[config.mk]
export PLATFORM = sky130hd
export DESIGN_NAME = conv_seq_ctrl
export DESIGN_NICKNAME = d
export VERILOG_FILES = /design/src/rtl/conv_seq_pkg.sv /design/src/rtl/conv_trig_sync.sv /design/src/rtl/conv_seq_unit.sv /design/src/rtl/conv_result_bank.sv /design/src/rtl/conv_seq_ctrl.sv
export SDC_FILE = /design/constraint.sdc
export NUM_CORES = 1
export LEC_CHECK = 0
export ABC_AREA = 1
export CAP_MARGIN = 30
export CORE_MARGIN = 3
export CORE_UTILIZATION = 60
export DETAILED_ROUTE_END_ITERATION = 7
export PLACE_DENSITY_LB_ADDON = 0.15
export SLEW_MARGIN = 10
export SYNTH_ARGS = -nofsm -noshare
export SYNTH_HDL_FRONTEND = slang
export SYNTH_SLANG_ARGS = --single-unit
[constraint.sdc]
create_clock -name clk -period 6.9 [get_ports clk]
set_input_delay 1.725 -clock clk [delete_from_list [all_inputs] [get_ports clk]]
set_output_delay 1.725 -clock clk [all_outputs]
set_load 0.005 [all_outputs]
[src/rtl/conv_seq_pkg.sv]
package conv_seq_pkg;
  localparam int NSEQ        = 2;
  // flag layout; the channel-overrun field must hold every channel
  localparam int FLG_CH_OVR  = 12;
  localparam int FLG_SEQ_OVR = 24;
  localparam int FLG_SEQ_EVT = 28;
  localparam int FLG_OVR_IRQ = 31;
  localparam int FLG_W       = 32;
endpackage

[src/rtl/conv_trig_sync.sv]
module conv_trig_sync #(
  parameter int W = 6
) (
  input  logic         clk,
  input  logic         rst_n,
  input  logic [W-1:0] d,
  output logic [W-1:0] q
);
  logic [W-1:0] stage1_q, stage2_q;

  always_ff @(posedge clk or negedge rst_n) begin
    if (!rst_n) begin
      stage1_q <= '0;
      stage2_q <= '0;
    end else begin
      stage1_q <= d;
      stage2_q <= stage1_q;
    end
  end

  assign q = stage2_q;
endmodule

[src/rtl/conv_seq_unit.sv]
module conv_seq_unit #(
  parameter int NCH   = 12,
  parameter int NTRIG = 6,
  parameter int CW    = $clog2(NCH)
) (
  input  logic             clk,
  input  logic             rst_n,
  input  logic             cfg_en,
  input  logic [NCH-1:0]   cfg_chan_mask,
  input  logic [NTRIG-1:0] cfg_trig_mask,
  input  logic             cfg_trig_rise,
  input  logic             cfg_single,
  input  logic             cfg_burst,
  input  logic             cfg_evt_pass,
  input  logic             cfg_bypass,
  input  logic [NTRIG-1:0] trig_raw,
  input  logic [NTRIG-1:0] trig_sync,
  input  logic             sw_start,
  input  logic             done_i,
  input  logic [CW-1:0]    done_chan,
  output logic             want_o,
  output logic [CW-1:0]    want_chan_o,
  output logic             evt_o
);
  logic             go_q;
  logic [NCH-1:0]   rem_q, rem_d;
  logic [NTRIG-1:0] lvl, prev_q, edge_hit;
  logic             hw_fire, launch;

  // trigger edge detection on the selected path
  assign lvl      = cfg_bypass ? trig_raw : trig_sync;
  assign edge_hit = cfg_trig_rise ? (lvl & ~prev_q) : (~lvl & prev_q);
  assign hw_fire  = |(edge_hit & cfg_trig_mask);
  // burst acts as a launch that is always present
  assign launch   = cfg_en & ~go_q & (|cfg_chan_mask) & (cfg_burst | hw_fire | sw_start);

  always_comb begin
    rem_d = rem_q;
    if (done_i) rem_d = rem_q & ~(NCH'(1) << done_chan);
  end

  always_ff @(posedge clk or negedge rst_n) begin
    if (!rst_n) begin
      prev_q <= '0;
      go_q   <= 1'b0;
      rem_q  <= '0;
    end else begin
      prev_q <= lvl;
      if (!cfg_en) begin
        go_q  <= 1'b0;
        rem_q <= '0;
      end else if (launch) begin
        go_q  <= 1'b1;
        rem_q <= (rem_d == '0) ? cfg_chan_mask : rem_d;
      end else begin
        rem_q <= rem_d;
        if (done_i && (cfg_single || rem_d == '0)) go_q <= 1'b0;
      end
    end
  end

  // lowest remaining channel goes first
  always_comb begin
    want_chan_o = '0;
    for (int i = NCH - 1; i >= 0; i--)
      if (rem_q[i]) want_chan_o = CW'(i);
  end

  assign want_o = go_q & (|rem_q);
  assign evt_o  = cfg_en & done_i & (~cfg_evt_pass | (rem_d == '0));


  disabled_idle_chk: assert property (@(posedge clk) disable iff (!rst_n)
    !cfg_en |=> !want_o);


  single_stop_chk: assert property (@(posedge clk) disable iff (!rst_n)
    (cfg_single && cfg_en && done_i && go_q) |=> !want_o);
endmodule

[src/rtl/conv_result_bank.sv]
module conv_result_bank #(
  parameter int NCH   = 12,
  parameter int RES_W = 12,
  parameter int CW    = $clog2(NCH)
) (
  input  logic             clk,
  input  logic             rst_n,
  input  logic             wr,
  input  logic [CW-1:0]    wr_chan,
  input  logic [RES_W-1:0] wr_data,
  input  logic             rd_en,
  input  logic [CW-1:0]    rd_chan,
  output logic [RES_W-1:0] rd_data,
  output logic             rd_valid,
  output logic             ovr_hit
);
  logic [RES_W-1:0] data_q [NCH];
  logic [NCH-1:0]   dv_q;

  always_ff @(posedge clk or negedge rst_n) begin
    if (!rst_n) begin
      dv_q <= '0;
      for (int ch = 0; ch < NCH; ch++) data_q[ch] <= '0;
    end else begin
      for (int ch = 0; ch < NCH; ch++) begin
        if (wr && wr_chan == CW'(ch)) begin
          data_q[ch] <= wr_data;
          dv_q[ch]   <= 1'b1;
        end else if (rd_en && rd_chan == CW'(ch)) begin
          dv_q[ch] <= 1'b0;
        end
      end
    end
  end

  always_comb begin
    rd_data  = '0;
    rd_valid = 1'b0;
    ovr_hit  = 1'b0;
    for (int ch = 0; ch < NCH; ch++) begin
      if (rd_chan == CW'(ch)) begin
        rd_data  = data_q[ch];
        rd_valid = dv_q[ch];
      end
      if (wr && wr_chan == CW'(ch) && dv_q[ch] && !(rd_en && rd_chan == wr_chan))
        ovr_hit = 1'b1;
    end
  end


  rd_clear_chk: assert property (@(posedge clk) disable iff (!rst_n)
    (rd_en && !(wr && wr_chan == rd_chan)) ##1 $stable(rd_chan) |-> !rd_valid);


  wr_valid_chk: assert property (@(posedge clk) disable iff (!rst_n)
    wr ##1 (rd_chan == $past(wr_chan)) |-> rd_valid);
endmodule

[src/rtl/conv_seq_ctrl.sv]
module conv_seq_ctrl
  import conv_seq_pkg::*;
#(
  parameter int NCH   = 12,
  parameter int NTRIG = 6,
  parameter int RES_W = 12,
  parameter int CW    = $clog2(NCH)
) (
  input  logic                       clk,
  input  logic                       rst_n,
  input  logic [NSEQ-1:0]            cfg_en,
  input  logic [NSEQ-1:0][NCH-1:0]   cfg_chan_mask,
  input  logic [NSEQ-1:0][NTRIG-1:0] cfg_trig_mask,
  input  logic [NSEQ-1:0]            cfg_trig_rise,
  input  logic [NSEQ-1:0]            cfg_single,
  input  logic [NSEQ-1:0]            cfg_burst,
  input  logic [NSEQ-1:0]            cfg_evt_pass,
  input  logic [NSEQ-1:0]            cfg_bypass,
  input  logic                       cfg_b_high,
  input  logic [NSEQ-1:0]            sw_start,
  input  logic [NTRIG-1:0]           hw_trig,
  output logic                       conv_req_valid,
  input  logic                       conv_req_ready,
  output logic [CW-1:0]              conv_req_chan,
  input  logic                       conv_done_valid,
  input  logic [RES_W-1:0]           conv_result,
  input  logic                       rd_en,
  input  logic [CW-1:0]              rd_chan,
  output logic [RES_W-1:0]           rd_data,
  output logic                       rd_valid,
  input  logic [FLG_W-1:0]           flag_clr,
  output logic [FLG_W-1:0]           flags_o
);
  logic [NTRIG-1:0]          trig_s;
  logic [NSEQ-1:0]           want, done_s, evt;
  logic [NSEQ-1:0][CW-1:0]   want_chan;
  logic                      req_v_q, busy_q, owner_q;
  logic [CW-1:0]             req_chan_q;
  logic                      hi, lo, pick, any_want, ovr_hit;
  logic [FLG_W-1:0]          flags_q, fset;

  conv_trig_sync #(.W(NTRIG)) u_sync (
    .clk(clk), .rst_n(rst_n), .d(hw_trig), .q(trig_s)
  );

  for (genvar s = 0; s < NSEQ; s++) begin : g_seq
    assign done_s[s] = busy_q & conv_done_valid & (owner_q == 1'(s));
    conv_seq_unit #(.NCH(NCH), .NTRIG(NTRIG), .CW(CW)) u_unit (
      .clk(clk), .rst_n(rst_n),
      .cfg_en(cfg_en[s]), .cfg_chan_mask(cfg_chan_mask[s]),
      .cfg_trig_mask(cfg_trig_mask[s]), .cfg_trig_rise(cfg_trig_rise[s]),
      .cfg_single(cfg_single[s]), .cfg_burst(cfg_burst[s]),
      .cfg_evt_pass(cfg_evt_pass[s]), .cfg_bypass(cfg_bypass[s]),
      .trig_raw(hw_trig), .trig_sync(trig_s), .sw_start(sw_start[s]),
      .done_i(done_s[s]), .done_chan(req_chan_q),
      .want_o(want[s]), .want_chan_o(want_chan[s]), .evt_o(evt[s])
    );
  end

  // arbitration happens at every conversion boundary
  assign hi       = cfg_b_high;
  assign lo       = ~cfg_b_high;
  assign pick     = want[hi] ? hi : lo;
  assign any_want = |want;

  always_ff @(posedge clk or negedge rst_n) begin
    if (!rst_n) begin
      req_v_q    <= 1'b0;
      busy_q     <= 1'b0;
      owner_q    <= 1'b0;
      req_chan_q <= '0;
    end else if (!req_v_q && !busy_q && any_want) begin
      req_v_q    <= 1'b1;
      req_chan_q <= want_chan[pick];
      owner_q    <= pick;
    end else if (req_v_q && conv_req_ready) begin
      req_v_q <= 1'b0;
      busy_q  <= 1'b1;
    end else if (busy_q && conv_done_valid) begin
      busy_q <= 1'b0;
    end
  end

  assign conv_req_valid = req_v_q;
  assign conv_req_chan  = req_chan_q;

  conv_result_bank #(.NCH(NCH), .RES_W(RES_W), .CW(CW)) u_bank (
    .clk(clk), .rst_n(rst_n),
    .wr(|done_s), .wr_chan(req_chan_q), .wr_data(conv_result),
    .rd_en(rd_en), .rd_chan(rd_chan),
    .rd_data(rd_data), .rd_valid(rd_valid), .ovr_hit(ovr_hit)
  );

  always_comb begin
    fset = '0;
    for (int ch = 0; ch < NCH; ch++)
      if (ovr_hit && req_chan_q == CW'(ch)) fset[FLG_CH_OVR + ch] = 1'b1;
    for (int s = 0; s < NSEQ; s++) begin
      if (ovr_hit && owner_q == 1'(s)) fset[FLG_SEQ_OVR + s] = 1'b1;
      if (evt[s]) fset[FLG_SEQ_EVT + s] = 1'b1;
    end
    fset[FLG_OVR_IRQ] = ovr_hit;
  end

  always_ff @(posedge clk or negedge rst_n) begin
    if (!rst_n) flags_q <= '0;
    else        flags_q <= (flags_q & ~flag_clr) | fset;
  end

  assign flags_o = flags_q;


  req_hold_chk: assert property (@(posedge clk) disable iff (!rst_n)
    (conv_req_valid && !conv_req_ready) |=> (conv_req_valid && $stable(conv_req_chan)));


  one_out_chk: assert property (@(posedge clk) disable iff (!rst_n)
    (conv_req_valid && conv_req_ready) |=> !conv_req_valid);


  prio_pick_chk: assert property (@(posedge clk) disable iff (!rst_n)
    (!conv_req_valid && !busy_q && (&want)) |=> (owner_q == $past(cfg_b_high)));


  ovr_flag_chk: assert property (@(posedge clk) disable iff (!rst_n)
    ovr_hit |=> flags_o[FLG_OVR_IRQ]);


  evt_flag_chk: assert property (@(posedge clk) disable iff (!rst_n)
    evt[0] |=> flags_o[FLG_SEQ_EVT]);
endmodule

==> metrics.md <==
| Metric | Value |
|---|---|
| Core Region | `0.0190 mm²` |
| TNS Setup | `0 ns` |
| Worst-path clk slew | `0.07 ns` |
| Layout cells sized above 1 | `6.20%` |
| Synth warn | `0` |
| Final worst path period need | `6.14 ns` |
| Layout Nets | `1,802` |
| Area growth from synthesis to layout | `23.4%` |
| Synth top area share | `52.3%` |
| Syn_nets | `1,665` |
| Grt total ovfl | `0` |
| Clock sink count | `245` |
| Final Cycle Share | `89.0%` |
| Vias after detailed routing | `10,682` |
| Most common cell after layout, fill and taps aside | `nand2_1` |
| Clk_lat worst skew | `0.53 ns` |
| Crit path kind | `input pin to output pin` |
| RR Startpoint | `conv_req_chan[1]` |
| Total CTS buffers | `25` |
| Hold_buf cts | `0` |
| Number of port buffers | `159` |
| First-pass GRT wire length | `51,700 µm` |
| Row cnt | `50` |
| Worst-path fanout max | `13` |
| Ant diodes | `0` |
| CP Launch Type | `input pin` |
| Sequential area share after synthesis | `52.3%` |
| P_leak | `0.00719 µW` |
| Post-CTS Setup Bufs | `0` |
| Cell variety after synth | `28` |
| Largest net degree at the start of global routing | `131` |
| Die width | `146 µm` |
| Reg-to-reg slack, setup | `4.11 ns` |
| # resized after CTS | `0` |
| Drt first pass iters | `5` |
| EDFF count, synth | `0` |
| Crit path to | `rd_data[0]` |
| Final setup viols | `0` |
| DRT antenna net count | `0` |
| Reg2reg path depth | `8` |
| Overall Global Routing Usage | `29.4%` |
| Arrival time worst endpoint | `4.41 ns` |
| Maximum clock frequency | `163 MHz` |
| Crit path from | `rd_chan[2]` |
| Die Ht | `146 µm` |
| Vias/cell | `5.42` |
| Routability Congestion | `0.927` |
| Synth Flop Type | `dfrtp_1` |
| Fin. max-slew vios | `0` |
| Data required, critical path | `5.18 ns` |
| Vias in the first global route | `10,461` |
| Slew @ Worst Pin | `0.975 ns` |
| DIE AREA | `0.0213 mm²` |
| End of the worst register-to-register path | `flags_o[12]` |
| Cell area after synthesis | `0.0117 mm²` |
| Synth top area cells | `dfrtp_1, nand2_1, o21ai_0` |
| FF+latch count, synth | `245` |
| Htree depth | `1` |
| Peak supply drop | `193 µV` |
| Worst clock skew | `0.0113 ns` |
| Max-slew headroom | `35.0%` |
| CTS tree | `yes` |
| Most area-hungry cell type in the Yosys netlist | `dfrtp_1` |
| Most frequent cells in the layout | `nand2_1, dfrtp_1, inv_1, o21ai_0, clkdlybuf4s50_1` |
| DRC viols | `0` |
| I/O pin count | `160` |
| RSZ-0062 raised after global routing | `false` |
| Total Wirelength | `31,700 µm` |
| CP Capture Type | `output pin` |
| Synth async-reset ratio | `100%` |
| Iteration-0 DRC Markers | `919` |
| Pwr/cell area | `337 mW/mm²` |
| Final hold violation count | `0` |
| Post-synthesis cell count | `1,555` |
| Min-delay worst type | `flip-flop to flip-flop` |
| Max clock buf depth | `3` |
| Starting Density | `61.9%` |
| Avg Inst Size Synth | `7.54 µm²` |
| Final hold slack | `0.345 ns` |
| Max_cap viols | `0` |
| Clock root buffer | `clkbuf_16` |
| Final HPWL DP | `21,600 µm` |
| Status | `complete, no violations` |
| Antenna violations before repair | `0` |
| DR WL/cell | `16.1 µm` |
## worst max-delay path: stages
cell and delay (ns):
clkdlybuf4s50_1 0.53, inv_1 0.09, nor2_1 0.16, inv_1 0.10, nor2_1 0.71, a21oi_1 0.13, nand4_1 0.19, nand2_1 0.08
nand3_1 0.07, nand2_1 0.05, nand2_1 0.07, clkdlybuf4s50_1 0.50
## power breakdown
group	internal, µW	total [µW]	switching, µW
Clock	920	1490	573
Sequential	1830	2090	265
Combinational	504	1300	792
## registers in the layout (all words and copies together), names as in the netlist
signal / count
busy_q: 1
conv_req_chan: 4
conv_req_valid: 1
flags_o: 32
g_seq.u_unit.go_q: 2
g_seq.u_unit.prev_q: 12
g_seq.u_unit.rem_q: 24
owner_q: 1
u_bank.data_q: 144
u_bank.dv_q: 12
u_sync.q: 6
u_sync.stage1_q: 6
## layer usage
metal | vias up | global-route usage (%) | wire, µm
li1 | 5129 | - | -
met1 | 5020 | 40.4 | 13400
met2 | 464 | 46.3 | 14600
met3 | 69 | 7.60 | 2890
met4 | 0 | 9.12 | 745
met5 | - | 0 | 0
## how the worst min path moves through the flow
stage	from	to	slack, ns	cells after the start
after global routing	u_sync.stage1_q[3]	u_sync.q[3]	0.36	0
after CTS	u_sync.stage1_q[3]	u_sync.q[3]	0.34	0
after detailed placement	u_sync.stage1_q[1]	u_sync.q[1]	0.34	0
after floorplan	u_sync.stage1_q[0]	u_sync.q[0]	0.33	0
after global placement	u_sync.stage1_q[2]	u_sync.q[2]	0.33	0
final	u_sync.stage1_q[3]	u_sync.q[3]	0.35	0
## area by class of cell
| type | count | area [µm²] |
|---|---|---|
| Clock buffer | 34 | 719 |
| Clock inverter | 11 | 195 |
| Fill cell | 1431 | 4490 |
| Inverter | 197 | 739 |
| Multi-Input combinational cell | 1051 | 4610 |
| Sequential cell | 245 | 6130 |
| Tap cell | 260 | 325 |
| Timing Repair Buffer | 172 | 1750 |
## synthesized netlist by cell type (all sizes together) (2+ instances only)
library cell	instances
or2	27
nand3	83
buf	8
xnor2	2
nor2	162
inv	197
nand2	503
o21ai	201
clkbuf	54
dfrtp	245
o22ai	9
a21oi	23
nand4	31
nor3	5
## logic make-up after synthesis
kind of cell	count (synthesis)	synth area share, %
flops	245	52.3
xor+xnor	3	0.224
simple gates	813	28.9
compound gates	235	10.2
buf+inv	259	8.41
## per-stage QoR
stage          worst slack, ns  util [%]  total power [µW]  instances  cell area, µm²
2_1_floorplan             2.34         -              2900       1555           11700
3_3_place_gp             0.915      71.1              3300       1919           13500
3_5_place_dp             0.823      71.1              3360       1919           13500
4_1_cts                  0.812      75.9              4870       1964           14400
5_1_grt                  0.543      76.3              5190       1970           14500
6_report                 0.762      76.3              4880       1970           14500
(Power assumes the default switching activity.)
